`src/rtl/thr_sel_pkg.sv`:
```
// Shared types for the thread-select stage.
package thr_sel_pkg;

    // Per-thread inbound controls, gathered from the per-thread input vectors.
    typedef struct packed {
        logic rdy;
        logic is_load;
        logic is_long;
        logic stall;
        logic release_blk;
        logic done;
        logic fill;
    } thr_ctl_t;

endpackage

```
`src/rtl/thr_slot.sv`:
```
// Per-thread state slot.
// Holds the thread's program counter, the load shadow counter, the
// unresolved-load marker and the three hold flags (pipeline, long op,
// miss). It reports whether the thread is free to be chosen.
// Assumes issue_me is never high in a cycle where squash is high.
module thr_slot
    import thr_sel_pkg::*;
#(
    parameter int LOAD_BLOCK = 2,
    parameter int PC_W       = 16
) (
    input  logic            clk,
    input  logic            rst_n,
    input  thr_ctl_t        ctl,
    input  logic            issue_me,
    input  logic            resp_me,
    input  logic            resp_miss,
    output logic            avail,
    output logic            ld_pend,
    output logic            squash,
    output logic [PC_W-1:0] pc
);
    localparam int CNT_W = $clog2(LOAD_BLOCK + 1);
    localparam logic [CNT_W-1:0] CNT_LOAD = CNT_W'(LOAD_BLOCK);

    logic [CNT_W-1:0] cnt_q;
    logic [PC_W-1:0]  pc_q, ld_pc_q;
    logic             pend_q, stall_q, long_q, miss_q;
    logic             hit;

    // Resolve a response against this slot's unresolved load.
    always_comb begin
        squash = resp_me && resp_miss && pend_q;
        hit    = resp_me && !resp_miss && pend_q;
    end

    // Program counter, load address and unresolved-load marker.
    always_ff @(posedge clk) begin
        if (!rst_n) begin
            pc_q    <= '0;
            ld_pc_q <= '0;
            pend_q  <= 1'b0;
        end else if (squash) begin
            pc_q   <= ld_pc_q + 1'b1;
            pend_q <= 1'b0;
        end else begin
            if (issue_me) begin
                pc_q <= pc_q + 1'b1;
            end
            if (issue_me && ctl.is_load) begin
                pend_q  <= 1'b1;
                ld_pc_q <= pc_q;
            end else if (hit) begin
                pend_q <= 1'b0;
            end
        end
    end

    // Load shadow: counts the cycles before load data could be back.
    always_ff @(posedge clk) begin
        if (!rst_n) begin
            cnt_q <= '0;
        end else if (issue_me && ctl.is_load) begin
            cnt_q <= CNT_LOAD;
        end else if (cnt_q != '0) begin
            cnt_q <= cnt_q - 1'b1;
        end
    end

    // Hold flags: pipeline block, long operation, outstanding miss.
    always_ff @(posedge clk) begin
        if (!rst_n) begin
            stall_q <= 1'b0;
            long_q  <= 1'b0;
            miss_q  <= 1'b0;
        end else begin
            if (ctl.stall)            stall_q <= 1'b1;
            else if (ctl.release_blk) stall_q <= 1'b0;
            if (issue_me && ctl.is_long) long_q <= 1'b1;
            else if (ctl.done)           long_q <= 1'b0;
            if (squash)          miss_q <= 1'b1;
            else if (ctl.fill)   miss_q <= 1'b0;
        end
    end

    // Outputs seen by the selector.
    always_comb begin
        avail   = (cnt_q == '0) && !stall_q && !long_q && !miss_q;
        ld_pend = pend_q;
        pc      = pc_q;
    end


    load_shadow_chk: assert property (@(posedge clk) disable iff (!rst_n)
        issue_me && ctl.is_load |=> !avail ##1 !avail);

    miss_rewind_chk: assert property (@(posedge clk) disable iff (!rst_n)
        squash |=> (pc_q == $past(ld_pc_q) + 1'b1) && !avail);

    no_issue_on_squash_chk: assert property (@(posedge clk) disable iff (!rst_n)
        squash |-> !issue_me);
endmodule

```
`src/rtl/lru_order.sv`:
```
// Recency list and picker.
// Keeps the threads as an ordered list, slot 0 the least recently issued.
// Picks the first eligible thread in list order. On an issue, that thread
// is removed and appended at the most-recent end. With no issue the list
// holds. Assumes elig is valid for the current cycle.
module lru_order #(
    parameter int NTHR  = 4,
    parameter int TID_W = 2
) (
    input  logic             clk,
    input  logic             rst_n,
    input  logic [NTHR-1:0]  elig,
    output logic             any,
    output logic [TID_W-1:0] pick
);
    logic [NTHR-1:0][TID_W-1:0] order_q, order_d;
    logic [TID_W-1:0]           pos;

    // Scan the list from least recent for the first eligible thread.
    always_comb begin
        any  = 1'b0;
        pick = '0;
        pos  = '0;
        for (int k = 0; k < NTHR; k++) begin
            if (!any && elig[order_q[k]]) begin
                any  = 1'b1;
                pick = order_q[k];
                pos  = TID_W'(k);
            end
        end
    end

    // Next list: close the gap at pos, put the chosen thread last.
    always_comb begin
        for (int k = 0; k < NTHR; k++) begin
            if (k < int'(pos))   order_d[k] = order_q[k];
            else if (k < NTHR-1) order_d[k] = order_q[k+1];
            else                 order_d[k] = pick;
        end
    end

    // List register, initial order thread 0 .. thread NTHR-1.
    always_ff @(posedge clk) begin
        if (!rst_n) begin
            for (int k = 0; k < NTHR; k++) order_q[k] <= TID_W'(k);
        end else if (any) begin
            order_q <= order_d;
        end
    end

    // Coverage mask of the list, used by the permutation check.
    logic [NTHR-1:0] seen;
    always_comb begin
        seen = '0;
        for (int k = 0; k < NTHR; k++) seen[order_q[k]] = 1'b1;
    end


    order_perm_chk: assert property (@(posedge clk) disable iff (!rst_n)
        seen == {NTHR{1'b1}});

    idle_hold_chk: assert property (@(posedge clk) disable iff (!rst_n)
        !any |=> $stable(order_q));

    mru_tail_chk: assert property (@(posedge clk) disable iff (!rst_n)
        any |=> order_q[NTHR-1] == $past(pick));
endmodule

```
`src/rtl/lru_thread_select.sv`:
```
// Thread-select stage, top level.
// One slot per hardware thread feeds eligibility to the recency picker.
// The picked thread's program counter is driven out with the issue
// strobe. A miss on an unresolved load raises the replay strobe. That
// thread is kept out of selection in the same cycle.
// Assumes at most one load response per cycle.
module lru_thread_select
    import thr_sel_pkg::*;
#(
    parameter int NTHR       = 4,
    parameter int LOAD_BLOCK = 2,
    parameter int PC_W       = 16,
    localparam int TID_W     = $clog2(NTHR)
) (
    input  logic             clk,
    input  logic             rst_n,
    input  logic [NTHR-1:0]  thr_rdy,
    input  logic [NTHR-1:0]  thr_is_load,
    input  logic [NTHR-1:0]  thr_is_long,
    input  logic [NTHR-1:0]  thr_stall,
    input  logic [NTHR-1:0]  thr_release,
    input  logic [NTHR-1:0]  thr_done,
    input  logic [NTHR-1:0]  thr_fill,
    input  logic             ld_resp_vld,
    input  logic             ld_resp_miss,
    input  logic [TID_W-1:0] ld_resp_tid,
    output logic             issue_vld,
    output logic [TID_W-1:0] issue_tid,
    output logic [PC_W-1:0]  issue_pc,
    output logic             replay_vld,
    output logic [TID_W-1:0] replay_tid
);
    thr_ctl_t         ctl     [NTHR];
    logic [NTHR-1:0]  avail, pend, squash, elig, issue_me, resp_me;
    logic [PC_W-1:0]  pc_all  [NTHR];

    for (genvar i = 0; i < NTHR; i++) begin : g_thr
        // Bundle this thread's controls and derive its eligibility.
        always_comb begin
            ctl[i] = '{rdy: thr_rdy[i], is_load: thr_is_load[i],
                       is_long: thr_is_long[i], stall: thr_stall[i],
                       release_blk: thr_release[i], done: thr_done[i],
                       fill: thr_fill[i]};
            resp_me[i]  = ld_resp_vld && (ld_resp_tid == TID_W'(i));
            issue_me[i] = issue_vld && (issue_tid == TID_W'(i));
            elig[i]     = thr_rdy[i] && avail[i] && !squash[i]
                          && !(thr_is_load[i] && pend[i]);
        end

        thr_slot #(
            .LOAD_BLOCK (LOAD_BLOCK),
            .PC_W       (PC_W)
        ) i_slot (
            .clk       (clk),
            .rst_n     (rst_n),
            .ctl       (ctl[i]),
            .issue_me  (issue_me[i]),
            .resp_me   (resp_me[i]),
            .resp_miss (ld_resp_miss),
            .avail     (avail[i]),
            .ld_pend   (pend[i]),
            .squash    (squash[i]),
            .pc        (pc_all[i])
        );
    end

    lru_order #(
        .NTHR  (NTHR),
        .TID_W (TID_W)
    ) i_lru (
        .clk   (clk),
        .rst_n (rst_n),
        .elig  (elig),
        .any   (issue_vld),
        .pick  (issue_tid)
    );

    // Issue address and replay strobe.
    always_comb begin
        issue_pc   = pc_all[issue_tid];
        replay_vld = |squash;
        replay_tid = ld_resp_tid;
    end


    issue_ready_chk: assert property (@(posedge clk) disable iff (!rst_n)
        issue_vld |-> thr_rdy[issue_tid]);

    replay_excl_chk: assert property (@(posedge clk) disable iff (!rst_n)
        replay_vld |-> !(issue_vld && issue_tid == replay_tid));

    replay_needs_resp_chk: assert property (@(posedge clk) disable iff (!rst_n)
        replay_vld |-> ld_resp_vld && ld_resp_miss);
endmodule

```
`config.mk`:
```
export PLATFORM = sky130hd
export DESIGN_NAME = lru_thread_select
export DESIGN_NICKNAME = d
export VERILOG_FILES = /design/src/rtl/thr_sel_pkg.sv /design/src/rtl/thr_slot.sv /design/src/rtl/lru_order.sv /design/src/rtl/lru_thread_select.sv
export SDC_FILE = /design/constraint.sdc
export NUM_CORES = 1
export LEC_CHECK = 0
export CAP_MARGIN = 20
export CORE_ASPECT_RATIO = 1.5
export CORE_UTILIZATION = 62
export CTS_BUF_LIST = sky130_fd_sc_hd__clkbuf_4
export DETAILED_ROUTE_END_ITERATION = 8
export PLACE_DENSITY = 0.83
export SLEW_MARGIN = 20
export SYNTH_ARGS = -nofsm -noshare
export SYNTH_HDL_FRONTEND = slang
export SYNTH_SLANG_ARGS = --single-unit
```
`constraint.sdc`:
```
create_clock -name clk -period 7.2 [get_ports clk]
set_clock_uncertainty 0.1 [all_clocks]
set_input_delay 2.16 -clock clk [delete_from_list [all_inputs] [get_ports clk]]
set_output_delay 2.16 -clock clk [all_outputs]
set_load 0.01 [all_outputs]
```
==> qor.txt <==
total routing usage reported by global routing = 37.1%
starting density of the core = 63.4%
required time worst endpoint = 4.94 ns
crit path kind = in2out
most frequent cells in the layout = dfxtp_1 (160), nand2_1 (122), o21ai_0 (110), a21oi_1 (108), nand3_1 (91)
clock-pin slew reported for the worst setup and hold paths after clock tree synthesis = 0.13 ns
ANT nets after route = 0
vias per inst = 6.57
setup-violating endpoint count in the final report = 0
RSZ-0062 raised after global routing = true
num ports = 56
minimum hold slack = 0.381 ns
register bit count reported by yosys = 160
share of flip-flops with an asynchronous set or reset after synthesis = 0%
TritonCTS clock tree = built
Hold Path Cell Cnt = 1
crit path launch type = primary input
end of the worst register-to-register path = g_thr[2].i_slot.ld_pc_q[13]
synthesized area per cell = 8.06 um^2
biggest cell delay along the critical path = 0.46 ns
core outline area = 15000 um^2
hold crit path type = reg2reg
startpoint of the tightest hold check path = g_thr[2].i_slot.cnt_q[0]
# H-tree levels = 4
detail-routed net length per standard cell = 19.7 um
area growth from synthesis to layout = 15.6%
violations in the final reports = DRC
initial antenna violation count = 2
number of synthesized flops with an enable pin = 0
first-pass GRT wire length = 45.4 mm
post-synthesis instance area = 9500 um^2
total detailed-routing wirelength = 28.9 mm
Max transition margin = 34.9%
hold buffers post-CTS = 0
distinct cell type count after synthesis = 78
maximum fanout along the worst path = 8
count of final max-slew check failures = 0
routability-driven placement congestion ratio = 0.955
Post-DP HPWL = 19.7 mm
Final Hold Fails = 0
highest clock rate = 140 MHz
kind of cell adding the most delay to the critical path = buffers and inverters
Worst path most repeated cell = buf_4
cell area reported after detailed placement = 10400 um^2
minimum setup slack in the final design = 0.0322 ns
maxcap violations = 0
post-route fraction of the period consumed by the critical path = 99.6%
ratio of cells with drive above 1 in the final layout = 14.6%
total power divided by cell area = 324 nW/um^2
most frequently used flop master after synthesis = dfxtp_1
Mapped Nets = 1217
number of nets in the layout = 1288
clock sink count = 160
critical path endpoint category = primary output
total power after layout = 3.56 mW
via count of the first global-routing pass = 9106
number of cell rows = 55
dpl ws = -0.680 ns
leakage power total = 3.97 nW
die extent in y = 154 um
part of the Yosys area used for sequential elements = 33.7%
worst skew pair latency = 0.60 ns
clock root buffer = clkbuf_4
number of CTS-inserted buffers = 17
Cells after Synth = 1179
maximum number of buffers from clock root to sink = 2
Remaining Overflow, GRT = 0
number of violations reported at the end of detailed-routing iteration 0 = 808
cell depth of the worst setup path = 13
count of port buffers added during placement = 55
Reg2Reg Launch Point = g_thr[0].i_slot.ld_pend
Bufs and invs on worst path = 6
R2R Setup Slk = 3.50 ns
overall die area = 15800 um^2
end point of the most critical hold path = g_thr[2].i_slot.cnt_q[0]
DR DRC count = 2
path depth of the worst reg2reg path = 13
arrival time worst endpoint = 4.91 ns
most common cell after layout, fill and taps aside = dfxtp_1
crit path time final = 7.17 ns
critical path, cell by cell = clkdlybuf4s50_1 > a211oi_2 > buf_4 > o211ai_4 > buf_4 > buf_4 > mux2_2 > o32a_4 > a31o_4 > mux2i_1 > mux2i_1 > buf_4 > dlygate4sd2_1
die width = 103 um
result of the run = finished, violations left
cell type of the slowest stage on the worst timing path = clkdlybuf4s50_1
length of the first detailed-routing pass in iterations = 7
number of fill cells in the layout = 1202
synthesis warning total = 0
largest net degree at the start of global routing = 67
detailed-route via count = 9618
slew at the pin closest to its max-slew limit = 0.976 ns
cell area after layout = 11000 um^2
worst voltage drop across the vdd grid = 243 uV
-- where the power goes --
group / switching [mW] / internal (mW)
Combinational: 1.09 / 0.848
Clock: 0.335 / 0.173
Sequential: 0.146 / 0.969
-- flip-flops by register name, indices dropped and copies added (netlist names) --
name and cells:
i_lru.order_q 8, g_thr.i_slot.ld_pc_q 64, g_thr.i_slot.cnt_q 8, g_thr.i_slot.pc 64, g_thr.i_slot.miss_q 4, g_thr.i_slot.long_q 4
g_thr.i_slot.stall_q 4, g_thr.i_slot.ld_pend 4
-- cell usage after synthesis (6+ instances only) --
cell type	instances	area, um^2
dfxtp_1	160	3200
nor3_1	26	130
buf_1	6	22.5
clkbuf_1	52	195
inv_1	18	67.6
xnor2_1	48	420
nor3b_1	9	67.6
nand4_1	26	163
nand3_1	92	460
xor2_1	31	272
or3_1	25	156
a31oi_1	30	188
and2_1	11	68.8
nand2_1	124	465
buf_4	8	60.1
a211oi_1	14	105
o21ai_0	110	551
a21oi_1	109	546
a21o_1	10	75.1
nand2b_1	12	75.1
nor2_1	38	143
and4_1	6	52.6
nor2b_1	7	43.8
and3_1	6	37.5
mux2i_1	78	781
buf_2	19	95.1
-- worst register-to-register path: cells and delay by family, from the launching register on --
family | cells | cell delay, ns
and+or+nand+nor | 1 | 0.06
DFF | 1 | 0.44
AOI/OAI and AO/OA | 4 | 1.37
muxes | 3 | 0.57
buffers and inverters | 5 | 1.07
-- per-layer routing --
layer / wire length (um) / share of wire [%] / GRT usage, %
met4: 1780 / 6.1 / 25.2
met2: 14200 / 49 / 60.9
met5: 0 / 0 / 0
met3: 2190 / 7.6 / 7.95
met1: 10700 / 37 / 42.3
-- worst max path at each step --
stage                   startpoint      endpoint  slack, ns
finish              thr_is_load[0]  issue_pc[15]       0.03
global route            thr_rdy[3]  issue_pc[15]      -0.07
CTS                     thr_rdy[1]  issue_pc[13]     -0.005
detailed placement      thr_rdy[1]   issue_pc[7]      -0.68
global placement        thr_rdy[1]   issue_pc[7]      -0.68
floorplan           thr_is_load[3]  issue_pc[10]       0.33
-- final cells by class --
class	instances	area [um^2]	share of cell area [%]
Antenna cell	2	5.00	0.0456
Sequential cell	160	3200	29.2
Timing Repair Buffer	139	1170	10.7
Inverter	18	68.8	0.626
Clock buffer	18	135	1.23
Clock inverter	14	116	1.06
Multi-Input combinational cell	914	6040	55.0
Tap cell	199	249	2.27
-- metrics by stage --
step,instances,setup TNS [ns],util [%]
finish,1464,0,73.2
global route,1463,-0.0697,73.2
CTS,1455,-0.00844,72.7
detailed placement,1415,-10.21,69.6
global placement,1415,-10.69,69.6
floorplan,1179,0,-
-- cell families after synthesis --
| kind of cell | after synthesis | synth area share, % |
|---|---|---|
| flip-flops | 160 | 33.7 |
| adder cells (fa/ha/maj) | 4 | 0.527 |
| XOR/XNOR | 79 | 7.28 |
| multiplexers | 86 | 9.49 |
| AO/OA/AOI/OAI | 341 | 22.5 |
| AND/OR/NAND/NOR | 404 | 21.6 |
| buffers and inverters | 105 | 4.90 |
-- repair_timing --
item / 4_1_cts / 5_1_grt
resized for setup: 77 / 28
pin swaps: 4 / 9
endpoints found under the setup margin: 18 / 18
buffers inserted: 8 / 5
gates cloned: 0 / 2
Power figures use the tool's default switching activity.
